### config.mk
export PLATFORM = sky130hd
export DESIGN_NAME = clk_enable_ctrl
export DESIGN_NICKNAME = d
export VERILOG_FILES = /design/src/rtl/clkgate_pkg.sv /design/src/rtl/i2c_line_sync.sv /design/src/rtl/i2c_wr_engine.sv /design/src/rtl/clk_en_regs.sv /design/src/rtl/clk_gate_bank.sv /design/src/rtl/clk_enable_ctrl.sv
export SDC_FILE = /design/constraint.sdc
export NUM_CORES = 1
export LEC_CHECK = 0
export ABC_CLOCK_PERIOD_IN_PS = 3200
export CAP_MARGIN = 5
export CORE_AREA = 2 2 70 72
export DETAILED_ROUTE_END_ITERATION = 10
export DIE_AREA = 0 0 72 74
export GPL_ROUTABILITY_DRIVEN = 0
export HOLD_SLACK_MARGIN = 0.06
export PLACE_DENSITY = 0.77
export SLEW_MARGIN = 20
export SYNTH_ARGS = -nofsm -noshare
export SYNTH_HDL_FRONTEND = slang
export SYNTH_SLANG_ARGS = --single-unit
### constraint.sdc
create_clock -name clk -period 3.2 [get_ports clk]
set_clock_uncertainty 0.15 [all_clocks]
set_input_delay 0.8 -clock clk [delete_from_list [all_inputs] [get_ports clk]]
set_output_delay 0.8 -clock clk [all_outputs]
set_load 0.05 [all_outputs]
### src/rtl/clkgate_pkg.sv
// Shared types and the output-to-register-bit map for the clock enable controller.
// Assumes a fixed bank of ten outputs spread over register bytes 0, 1 and 4.
package clkgate_pkg;

    localparam int NUM_CLK = 10;

    typedef enum logic [1:0] {
        ST_IDLE,   // bus free or between transfers
        ST_RECV,   // shifting in a byte
        ST_ACK,    // holding the acknowledge slot
        ST_SKIP    // byte refused, wait for START or STOP
    } xfer_state_t;

    // Register byte that carries the enable of output i (byte 0: outputs 0..3, byte 4: 4..5, byte 1: 6..9)
    function automatic int map_byte(input int i);
        if (i < 4)      return 0;
        else if (i < 6) return 4;
        else            return 1;
    endfunction

    // Bit inside that byte that carries the enable of output i
    function automatic int map_bit(input int i);
        if (i < 4)       return i;
        else if (i == 4) return 6;
        else if (i == 5) return 7;
        else             return i - 2;
    endfunction

endpackage

### src/rtl/i2c_line_sync.sv
// Brings SCL and SDA into the system clock domain with two-flop synchronizers
// and derives one-cycle edge and bus-condition pulses.
// Assumes the system clock runs at least 8x the SCL rate; idle lines read high.
module i2c_line_sync (
    input  logic clk,
    input  logic rst_n,
    input  logic scl_i,
    input  logic sda_i,
    output logic scl_s,
    output logic sda_s,
    output logic scl_rise,
    output logic scl_fall,
    output logic start_det,
    output logic stop_det
);
    logic [1:0] scl_pipe, sda_pipe;
    logic       scl_q, sda_q;

    // Two-flop synchronizer plus one history flop per line
    always_ff @(posedge clk) begin
        if (!rst_n) begin
            scl_pipe <= 2'b11;
            sda_pipe <= 2'b11;
            scl_q    <= 1'b1;
            sda_q    <= 1'b1;
        end else begin
            scl_pipe <= {scl_pipe[0], scl_i};
            sda_pipe <= {sda_pipe[0], sda_i};
            scl_q    <= scl_pipe[1];
            sda_q    <= sda_pipe[1];
        end
    end

    assign scl_s = scl_pipe[1];
    assign sda_s = sda_pipe[1];

    // Edge and START/STOP decoding on the synchronized lines
    always_comb begin
        scl_rise  = scl_s & ~scl_q;
        scl_fall  = ~scl_s & scl_q;
        start_det = scl_s & scl_q & sda_q & ~sda_s;
        stop_det  = scl_s & scl_q & ~sda_q & sda_s;
    end

endmodule

### src/rtl/i2c_wr_engine.sv
// Write-only byte engine: matches the address, acknowledges the header bytes and
// up to MAX_DATA register bytes, and issues one write strobe per register byte.
// Assumes synchronized lines and edge pulses from i2c_line_sync; never stretches SCL.
module i2c_wr_engine
    import clkgate_pkg::*;
#(
    parameter logic [6:0] DEV_ADDR  = 7'h69,
    parameter int         HDR_BYTES = 2,
    parameter int         MAX_DATA  = 10,
    localparam int        LAST_IDX  = HDR_BYTES + MAX_DATA,
    localparam int        IDX_W     = $clog2(LAST_IDX + 2),
    localparam int        DIDX_W    = $clog2(MAX_DATA)
) (
    input  logic              clk,
    input  logic              rst_n,
    input  logic              scl_s,
    input  logic              sda_s,
    input  logic              scl_rise,
    input  logic              scl_fall,
    input  logic              start_det,
    input  logic              stop_det,
    output logic              sda_oe,
    output logic              wr_stb,
    output logic [DIDX_W-1:0] wr_idx,
    output logic [7:0]        wr_data
);
    xfer_state_t      state;
    logic [IDX_W-1:0] byte_idx;
    logic [2:0]       bit_cnt;
    logic             byte_full;
    logic [7:0]       shreg;
    logic             accept;

    // Decide whether the byte just received earns an acknowledge
    always_comb begin
        if (byte_idx == '0) accept = (shreg == {DEV_ADDR, 1'b0});
        else                accept = (byte_idx <= IDX_W'(LAST_IDX));
    end

    // Transfer sequencer: bus conditions first, then bit shifting and ack slot
    always_ff @(posedge clk) begin
        if (!rst_n) begin
            state     <= ST_IDLE;
            byte_idx  <= '0;
            bit_cnt   <= '0;
            byte_full <= 1'b0;
            shreg     <= '0;
            sda_oe    <= 1'b0;
            wr_stb    <= 1'b0;
            wr_idx    <= '0;
            wr_data   <= '0;
        end else begin
            wr_stb <= 1'b0;
            if (start_det) begin
                state     <= ST_RECV;
                byte_idx  <= '0;
                bit_cnt   <= '0;
                byte_full <= 1'b0;
                sda_oe    <= 1'b0;
            end else if (stop_det) begin
                state  <= ST_IDLE;
                sda_oe <= 1'b0;
            end else begin
                case (state)
                    ST_RECV: begin
                        if (scl_fall && byte_full) begin
                            if (accept) begin
                                sda_oe <= 1'b1;
                                state  <= ST_ACK;
                                if (byte_idx > IDX_W'(HDR_BYTES)) begin
                                    wr_stb  <= 1'b1;
                                    wr_idx  <= DIDX_W'(byte_idx - IDX_W'(HDR_BYTES + 1));
                                    wr_data <= shreg;
                                end
                            end else begin
                                state <= ST_SKIP;
                            end
                        end else if (scl_rise && !byte_full) begin
                            shreg     <= {shreg[6:0], sda_s};
                            bit_cnt   <= bit_cnt + 3'd1;
                            byte_full <= (bit_cnt == 3'd7);
                        end
                    end
                    ST_ACK: begin
                        if (scl_fall) begin
                            sda_oe    <= 1'b0;
                            byte_idx  <= byte_idx + IDX_W'(1);
                            bit_cnt   <= '0;
                            byte_full <= 1'b0;
                            state     <= ST_RECV;
                        end
                    end
                    default: ;
                endcase
            end
        end
    end

    // a START always re-arms address decoding
    assert_start_rearms_R1: assert property (@(posedge clk) disable iff (!rst_n)
        start_det |=> (state == ST_RECV && byte_idx == '0 && !sda_oe));
    // a STOP returns the engine to idle with the line released
    assert_stop_idle_R1: assert property (@(posedge clk) disable iff (!rst_n)
        (stop_det && !start_det) |=> (state == ST_IDLE && !sda_oe));
    // the acknowledge pull-down starts only while SCL is low
    assert_ack_scl_low_R10: assert property (@(posedge clk) disable iff (!rst_n)
        $rose(sda_oe) |-> !scl_s);
    // the pull-down is only held inside the ack slot
    assert_ack_in_slot_R10: assert property (@(posedge clk) disable iff (!rst_n)
        sda_oe |-> (state == ST_ACK));
    // the byte index never runs past the refused-byte slot
    assert_idx_bound_R4: assert property (@(posedge clk) disable iff (!rst_n)
        byte_idx <= IDX_W'(LAST_IDX + 1));
    // a register write comes only after address and both header bytes
    assert_wr_after_hdr_R3: assert property (@(posedge clk) disable iff (!rst_n)
        wr_stb |-> (byte_idx > IDX_W'(HDR_BYTES) && state == ST_ACK));

endmodule

### src/rtl/clk_en_regs.sv
// Holds the requested enable bit of every output and updates it from register
// writes according to the package map; reset state is all outputs enabled.
// Assumes one write strobe per accepted register byte.
module clk_en_regs
    import clkgate_pkg::*;
#(
    parameter int  N_OUT  = NUM_CLK,
    parameter int  DIDX_W = 4
) (
    input  logic              clk,
    input  logic              rst_n,
    input  logic              wr_stb,
    input  logic [DIDX_W-1:0] wr_idx,
    input  logic [7:0]        wr_data,
    output logic [N_OUT-1:0]  en_req
);
    for (genvar i = 0; i < N_OUT; i++) begin : g_bit
        localparam int BYTE_SEL = map_byte(i);
        localparam int BIT_SEL  = map_bit(i);
        // Capture this output's enable when its register byte is written
        always_ff @(posedge clk) begin
            if (!rst_n)
                en_req[i] <= 1'b1;
            else if (wr_stb && wr_idx == DIDX_W'(BYTE_SEL))
                en_req[i] <= wr_data[BIT_SEL];
        end
    end

    // the cycle after reset every output is requested on
    assert_reset_all_on_R6: assert property (@(posedge clk) disable iff (!rst_n)
        !$past(rst_n) |-> (en_req == '1));
    // requests move only on a register write
    assert_hold_no_write_R5: assert property (@(posedge clk) disable iff (!rst_n)
        !$past(wr_stb) |-> $stable(en_req));

endmodule

### src/rtl/clk_gate_bank.sv
// Applies enable requests to the reference clock without truncating pulses and
// drives the per-output pad enables from the active-low output enable.
// Assumes ref_clk is slow enough that the system clock sees every low phase.
module clk_gate_bank
    import clkgate_pkg::*;
#(
    parameter int N_OUT = NUM_CLK
) (
    input  logic             clk,
    input  logic             rst_n,
    input  logic             ref_clk,
    input  logic             oe_n,
    input  logic [N_OUT-1:0] en_req,
    output logic [N_OUT-1:0] clk_out,
    output logic [N_OUT-1:0] clk_drv
);
    logic [N_OUT-1:0] en_eff;

    // Take on new requests only while the reference clock is low
    always_ff @(posedge clk) begin
        if (!rst_n)        en_eff <= '1;
        else if (!ref_clk) en_eff <= en_req;
    end

    for (genvar i = 0; i < N_OUT; i++) begin : g_out
        assign clk_out[i] = ref_clk & en_eff[i];
        assign clk_drv[i] = oe_n;
    end

    // the applied enables never move across a high reference phase
    assert_no_change_high_R8: assert property (@(posedge clk) disable iff (!rst_n)
        ($past(ref_clk) && ref_clk) |-> $stable(en_eff));
    // once the reference has been low, applied enables match the request
    assert_follow_low_R8: assert property (@(posedge clk) disable iff (!rst_n)
        ($past(!ref_clk) && $stable(en_req)) |-> (en_eff == en_req));

endmodule

### src/rtl/clk_enable_ctrl.sv
// Top: serial-programmed enable controller for ten gated reference clock outputs.
// Assumes clk runs at least 8x SCL and samples every ref_clk low phase.
module clk_enable_ctrl
    import clkgate_pkg::*;
#(
    parameter logic [6:0] DEV_ADDR  = 7'h69,
    parameter int         HDR_BYTES = 2,
    parameter int         MAX_DATA  = 10,
    localparam int        DIDX_W    = $clog2(MAX_DATA)
) (
    input  logic               clk,
    input  logic               rst_n,
    input  logic               scl_i,
    input  logic               sda_i,
    output logic               sda_oe,
    input  logic               ref_clk,
    input  logic               oe_n,
    output logic [NUM_CLK-1:0] clk_out,
    output logic [NUM_CLK-1:0] clk_drv
);
    logic              scl_s, sda_s, scl_rise, scl_fall, start_det, stop_det;
    logic              wr_stb;
    logic [DIDX_W-1:0] wr_idx;
    logic [7:0]        wr_data;
    logic [NUM_CLK-1:0] en_req;

    i2c_line_sync u_sync (
        .clk(clk), .rst_n(rst_n), .scl_i(scl_i), .sda_i(sda_i),
        .scl_s(scl_s), .sda_s(sda_s), .scl_rise(scl_rise), .scl_fall(scl_fall),
        .start_det(start_det), .stop_det(stop_det)
    );

    i2c_wr_engine #(.DEV_ADDR(DEV_ADDR), .HDR_BYTES(HDR_BYTES), .MAX_DATA(MAX_DATA)) u_eng (
        .clk(clk), .rst_n(rst_n), .scl_s(scl_s), .sda_s(sda_s),
        .scl_rise(scl_rise), .scl_fall(scl_fall), .start_det(start_det), .stop_det(stop_det),
        .sda_oe(sda_oe), .wr_stb(wr_stb), .wr_idx(wr_idx), .wr_data(wr_data)
    );

    clk_en_regs #(.N_OUT(NUM_CLK), .DIDX_W(DIDX_W)) u_regs (
        .clk(clk), .rst_n(rst_n), .wr_stb(wr_stb), .wr_idx(wr_idx),
        .wr_data(wr_data), .en_req(en_req)
    );

    clk_gate_bank #(.N_OUT(NUM_CLK)) u_gate (
        .clk(clk), .rst_n(rst_n), .ref_clk(ref_clk), .oe_n(oe_n),
        .en_req(en_req), .clk_out(clk_out), .clk_drv(clk_drv)
    );

    // pads are released whenever the output enable pin is low
    assert_tristate_R9: assert property (@(posedge clk) disable iff (!rst_n)
        !oe_n |-> (clk_drv == '0));
    // a gated output is never high while the reference clock is low
    assert_low_with_ref_R7: assert property (@(posedge clk) disable iff (!rst_n)
        !ref_clk |-> (clk_out == '0));

endmodule

Word-level counts from Yosys, hierarchy flattened
Cells that the tools add are included.

Flip-flop bits (word level): 58. Input port bits: 6. Output and inout port bits: 21. Word-level logic and storage cells: 109.

Add/sub/neg operators: 3. Magnitude comparators: 2. Equality and inequality tests: 13. Multiplexer cells: 19. Bitwise operators: 27. Reductions and logical operators: 20.

Operator list (number): 1-bit bitwise AND (17); 1-bit 2-to-1 mux (10); 1-bit NOT (10); 5-bit AND reduction (2); 3-bit 2-to-1 mux (3); 3-bit AND reduction (3); 8-bit == test (second input constant) (1); 4-bit logical NOT (2); 2-bit by 1-bit inequality test with 1-bit output (second input constant) (4); 4-bit by 3-bit inequality test with 1-bit output (second input constant) (2); 3-bit one-hot mux with 2 select lines (1); 6-bit AND reduction (1); 6-bit OR reduction (1); 1-bit logical AND (5); 4-bit by 1-bit adder with 4-bit output (second input constant) (1); 4-bit by 1-bit == test with 1-bit output (second input constant) (1); 4-bit by 3-bit == test with 1-bit output (second input constant) (1); 4-bit by 2-bit greater-than comparator with 1-bit output (second input constant) (1); 4-bit less-or-equal comparator (second input constant) (1); 2-bit 2-to-1 mux (2); 1-bit one-hot mux with 2 select lines (2); 2-bit one-hot mux with 2 select lines (1); 4-bit AND reduction (1); 4-bit nonzero test (1); 10 further kinds (10).

Depth between registers and ports, before layout
Depth after elaboration: 7. Depth in mapped cells: 9. Gate-level depth less buffers: 7.

Hierarchy
A second synthesis with hierarchy kept.

Cell total of the unflattened synthesis: 282. Area, all modules: 2703.8 um2.

Modules (own cells, without submodules): i2c_wr_engine (times used 1, cells an instance 168, area each 1599.0 um2, sequential area each 640.6 um2); clk_gate_bank (times used 1, cells an instance 53, area each 495.5 um2, sequential area each 200.2 um2); clk_en_regs (times used 1, cells an instance 45, area each 419.2 um2, sequential area each 200.2 um2); i2c_line_sync (times used 1, cells an instance 16, area each 190.2 um2, sequential area each 120.1 um2).

Least setup slack after synthesis
OpenSTA, ideal clock, no wires.

Kind: in2out. Start point: input port ref_clk. End point: output port clk_out[1]. Data arrival time: 1.444 ns. Required time: 2.250 ns. Path slack: 0.806 ns. Cell stages on the path: 2. Path buffers: 1. Cell sequence: clkbuf_1 > and2_1.

Word-level cells in the longest chain between the ends: 1.

Ends and longest elaborated chain: start, declared (RTL line clk_enable_ctrl.sv:16) `input logic ref_clk,`; 1-bit bitwise AND (RTL line clk_gate_bank.sv:26) `assign clk_out[i] = ref_clk & en_eff[i];`; end, declared (RTL line clk_enable_ctrl.sv:18) `output logic [NUM_CLK-1:0] clk_out,`.

Every way passes these cells.

Worst setup path in the final report
Start point: input port ref_clk. End point: output port clk_out[8].

Same word-level chain as after synthesis.

==> metrics.csv <==
stage,metric,value,unit
outcome,run status,"finished, final reports clean",
logic_synthesis,most frequently used flop master after synthesis,dfxtp_1,
clock_network,# clock sinks,58,
finish,fraction of layout instances using a drive strength above 1,11.0,%
hold_path,Hold Crit Class,flop to flop,
sta,minimum setup slack in the final design,0.412,ns
floorplanning,height of the die,74,µm
routing,routed vias,1639,
hold_path,launch point of the worst hold path,u_sync.sda_pipe[0],
routing,post-DR vias/cell,5.17,
clock_network,Longest Clk Path Bufs,2,
logic_synthesis,post-synthesis instance area,0.00246,mm²
floorplanning,boundary pin count,27,
setup_path,CP Capture Type,output pin,
clock_network,TritonCTS clock tree,yes,
routing,WL/cell,11.9,µm
logic_synthesis,library cell occupying the most area in the post-synthesis netlist,dfxtp_1,
finish,antenna diode instance count,0,
pwr,Leakage Power,1.31,nW
grt,largest net degree at the start of global routing,32,
logic_synthesis,count of state elements after synthesis,58,
finish,final core area utilization,62.5,%
finish,layout overhead on the synthesized area,16.7,%
setup_path,type of element launching the critical path,primary input,
logic_synthesis,"Warnings, synthesis",0,
clock_network,htree depth,3,
floorplanning,DIE WIDTH,72,µm
setup_path,arrival time reported for the critical path endpoint,1.84,ns
placed_design,HPWL after detailed placement,2640,µm
grt,via count of the first global-routing pass,1552,
sta,setup repair after global routing missed its margin,no,
logic_synthesis,Synth Instances,251,
floorplanning,floorplan row count,25,
floorplanning,starting utilization of the core area,53.6,%
sta,Worst Max-Slew Pin Slew,0.934,ns
setup_path,"Req. time, crit path",2.25,ns
grt,antenna violations before repair,0,
sta,Highest Clock Rate,0.359,GHz
logic_synthesis,post-synthesis async set-or-reset flop share,0,%
sta,number of endpoints failing setup at the final stage,0,
logic_synthesis,number of flops mapped to enable cells by yosys,0,
finish,area of all placed cells without fillers,0.00287,mm²
routing,number of antenna-violating nets in the routed design,0,
floorplanning,floorplan die area,0.00533,mm²
placed_design,# port buffers,15,
placed_design,"Cell Area, Placed",0.00265,mm²
logic_synthesis,part of the Yosys area used for sequential elements,47.2,%
routing,Starting DRT DRC Count,54,
clock_network,clock slew seen by the registers of the worst setup and hold paths,0.06,ns
setup_path,Reg2Reg Setup Slack,0.89,ns
sta,post-route clock period utilization,87.1,%
setup_path,Worst Reg2Reg Path Length in Cells,7,
setup_path,Critical Path Start,ref_clk,
job,# Max-Cap Violations,0,
sta,accumulated negative setup slack,0,ns
pwr,Power Density,640,mW/mm²
setup_path,launching point of the worst reg2reg path,u_eng.byte_idx[1],
clock_network,buffer count from post-CTS setup fixing,0,
routing,first-pass detailed-route iteration total,4,
clock_network,root cell of the clock tree,clkbuf_8,
logic_synthesis,net count after synthesis,264,
floorplanning,CORE AREA,0.00460,mm²
sta,Final min period,2.79,ns
sta,Final Hold Viols,0,
pwr,Peak VDD IR,0.464,mV
grt,total track usage,16.8,%
clock_network,clock buffer count from CTS,9,
grt,global-route wire length before repair,6690,µm
clock_network,insertion delay to the later sink of the worst-skew pair,0.33,ns
pwr,total power after layout,0.00184,W
grt,Congestion Overflow GR,0,
logic_synthesis,synthesized area per cell,9.81,µm²
routing,remaining design rule violation count,0,
sta,max_slew headroom,37.7,%
logic_synthesis,area share of the largest cell type after synthesis,47.2,%
setup_path,worst-path fanout max,11,
finish,post-layout net count,271,
logic_synthesis,most area-consuming cells after synthesis,"dfxtp_1 47%, mux2i_1 14%, nor2_1 4.9%",
logic_synthesis,Synth cell types,38,
hold_path,instance count along the most critical hold path,1,
placed_design,DP Worst Slack,0.386,ns
sta,fin. max-slew vios,0,
routing,Detailed Route WL,3780,µm
setup_path,classification of the worst setup path,primary input to output pin,
clock_network,PostCTS Resize Cnt,0,
clock_network,hold-fix buffers at CTS,0,
[path summary, 6_finish.rpt]
| path | to |
|---|---|
| worst max-delay path | clk_out[8] |
| worst min-delay path | u_sync.sda_pipe[1] |
| worst max register to register | u_eng.wr_data[4] |
| worst min register to register | u_sync.sda_pipe[1] |
[registers in the layout, indices dropped and copies added, names as in the netlist]
| signal | flops |
|---|---|
| u_gate.en_eff | 10 |
| u_regs.en_req | 10 |
| u_eng.shreg | 8 |
| u_eng.wr_data | 8 |
| u_eng.byte_idx | 4 |
| u_eng.wr_idx | 4 |
| u_eng.bit_cnt | 3 |
| u_eng.state | 2 |
| u_sync.scl_pipe | 2 |
| u_sync.sda_pipe | 2 |
| u_eng.byte_full | 1 |
| u_eng.sda_oe | 1 |
| u_eng.wr_stb | 1 |
| u_sync.scl_q | 1 |
| u_sync.sda_q | 1 |
[placed cells by master (no fill, tap or decap), drive strengths merged, types with 2 or more instances in the layout]
cell           count
buf               12
mux2i             34
a21oi              8
and4bb             2
a211o             10
nand2b            11
nor3b              2
inv                8
nand3              3
o31ai              2
a211oi             3
xor2               2
bufinv             2
nor2              32
clkbuf            11
o21ai              4
nor2b              4
clkdlybuf4s50      5
dfxtp             58
nand2             16
xnor2              2
ha                 7
clkinv             3
and2              10
[critical path, stage by stage]
cell and delay, ns:
clkdlybuf4s50_1 0.63, and2_1 0.25, buf_12 0.15
[through the flow]
step | cells | hold slack, ns
3_3_place_gp | 301 | 0.238
3_5_place_dp | 301 | 0.247
4_1_cts | 317 | 0.262
5_1_grt | 317 | 0.287
2_1_floorplan | 251 | 0.236
6_report | 317 | 0.259
[Yosys cell counts (3+ instances only)]
cell	instances
a211o_1	10
and2_1	10
nand2b_1	11
a211oi_1	3
nor2_1	32
ha_1	7
buf_4	10
nand2_1	16
nor2b_1	4
dfxtp_1	58
inv_1	8
a21oi_1	8
clkbuf_1	7
mux2i_1	34
nand3_1	3
[per-layer routing]
metal | share of wire [%] | global-route usage [%]
met1 | 46 | 18.1
met5 | 0 | 0
met3 | 4.6 | 7.99
met2 | 47 | 27.6
met4 | 1.9 | 8.81
[cell families after synthesis]
| kind of cell | share of synthesized area (%) |
|---|---|
| muxes | 13.8 |
| adders and majority gates | 3.56 |
| and+or+nand+nor | 17.9 |
| AOI/OAI and AO/OA | 9.04 |
| buffers and inverters | 7.11 |
| DFF | 47.2 |
| xor gates and xnor gates | 1.42 |
[cell type report]
class	instances	area, µm²
fillers	372	1730
flip-flops and latches	58	1160
multi-input cells	163	1130
repair buffers	17	265
clock buffers	11	141
clock inverters	5	77.6
well taps	54	67.6
inverters	9	33.8
[power by group]
part / total, W / switching [W] / internal [W] / leakage, nW
logic: 0.000331 / 0.000188 / 0.000143 / 0.726
clock network: 0.000731 / 0.000274 / 0.000457 / 0.109
registers: 0.000778 / 0.0000199 / 0.000758 / 0.472
total: 0.00184 / 0.000483 / 0.00136 / 1.31
Note: power is estimated with default switching activity, not from simulation.
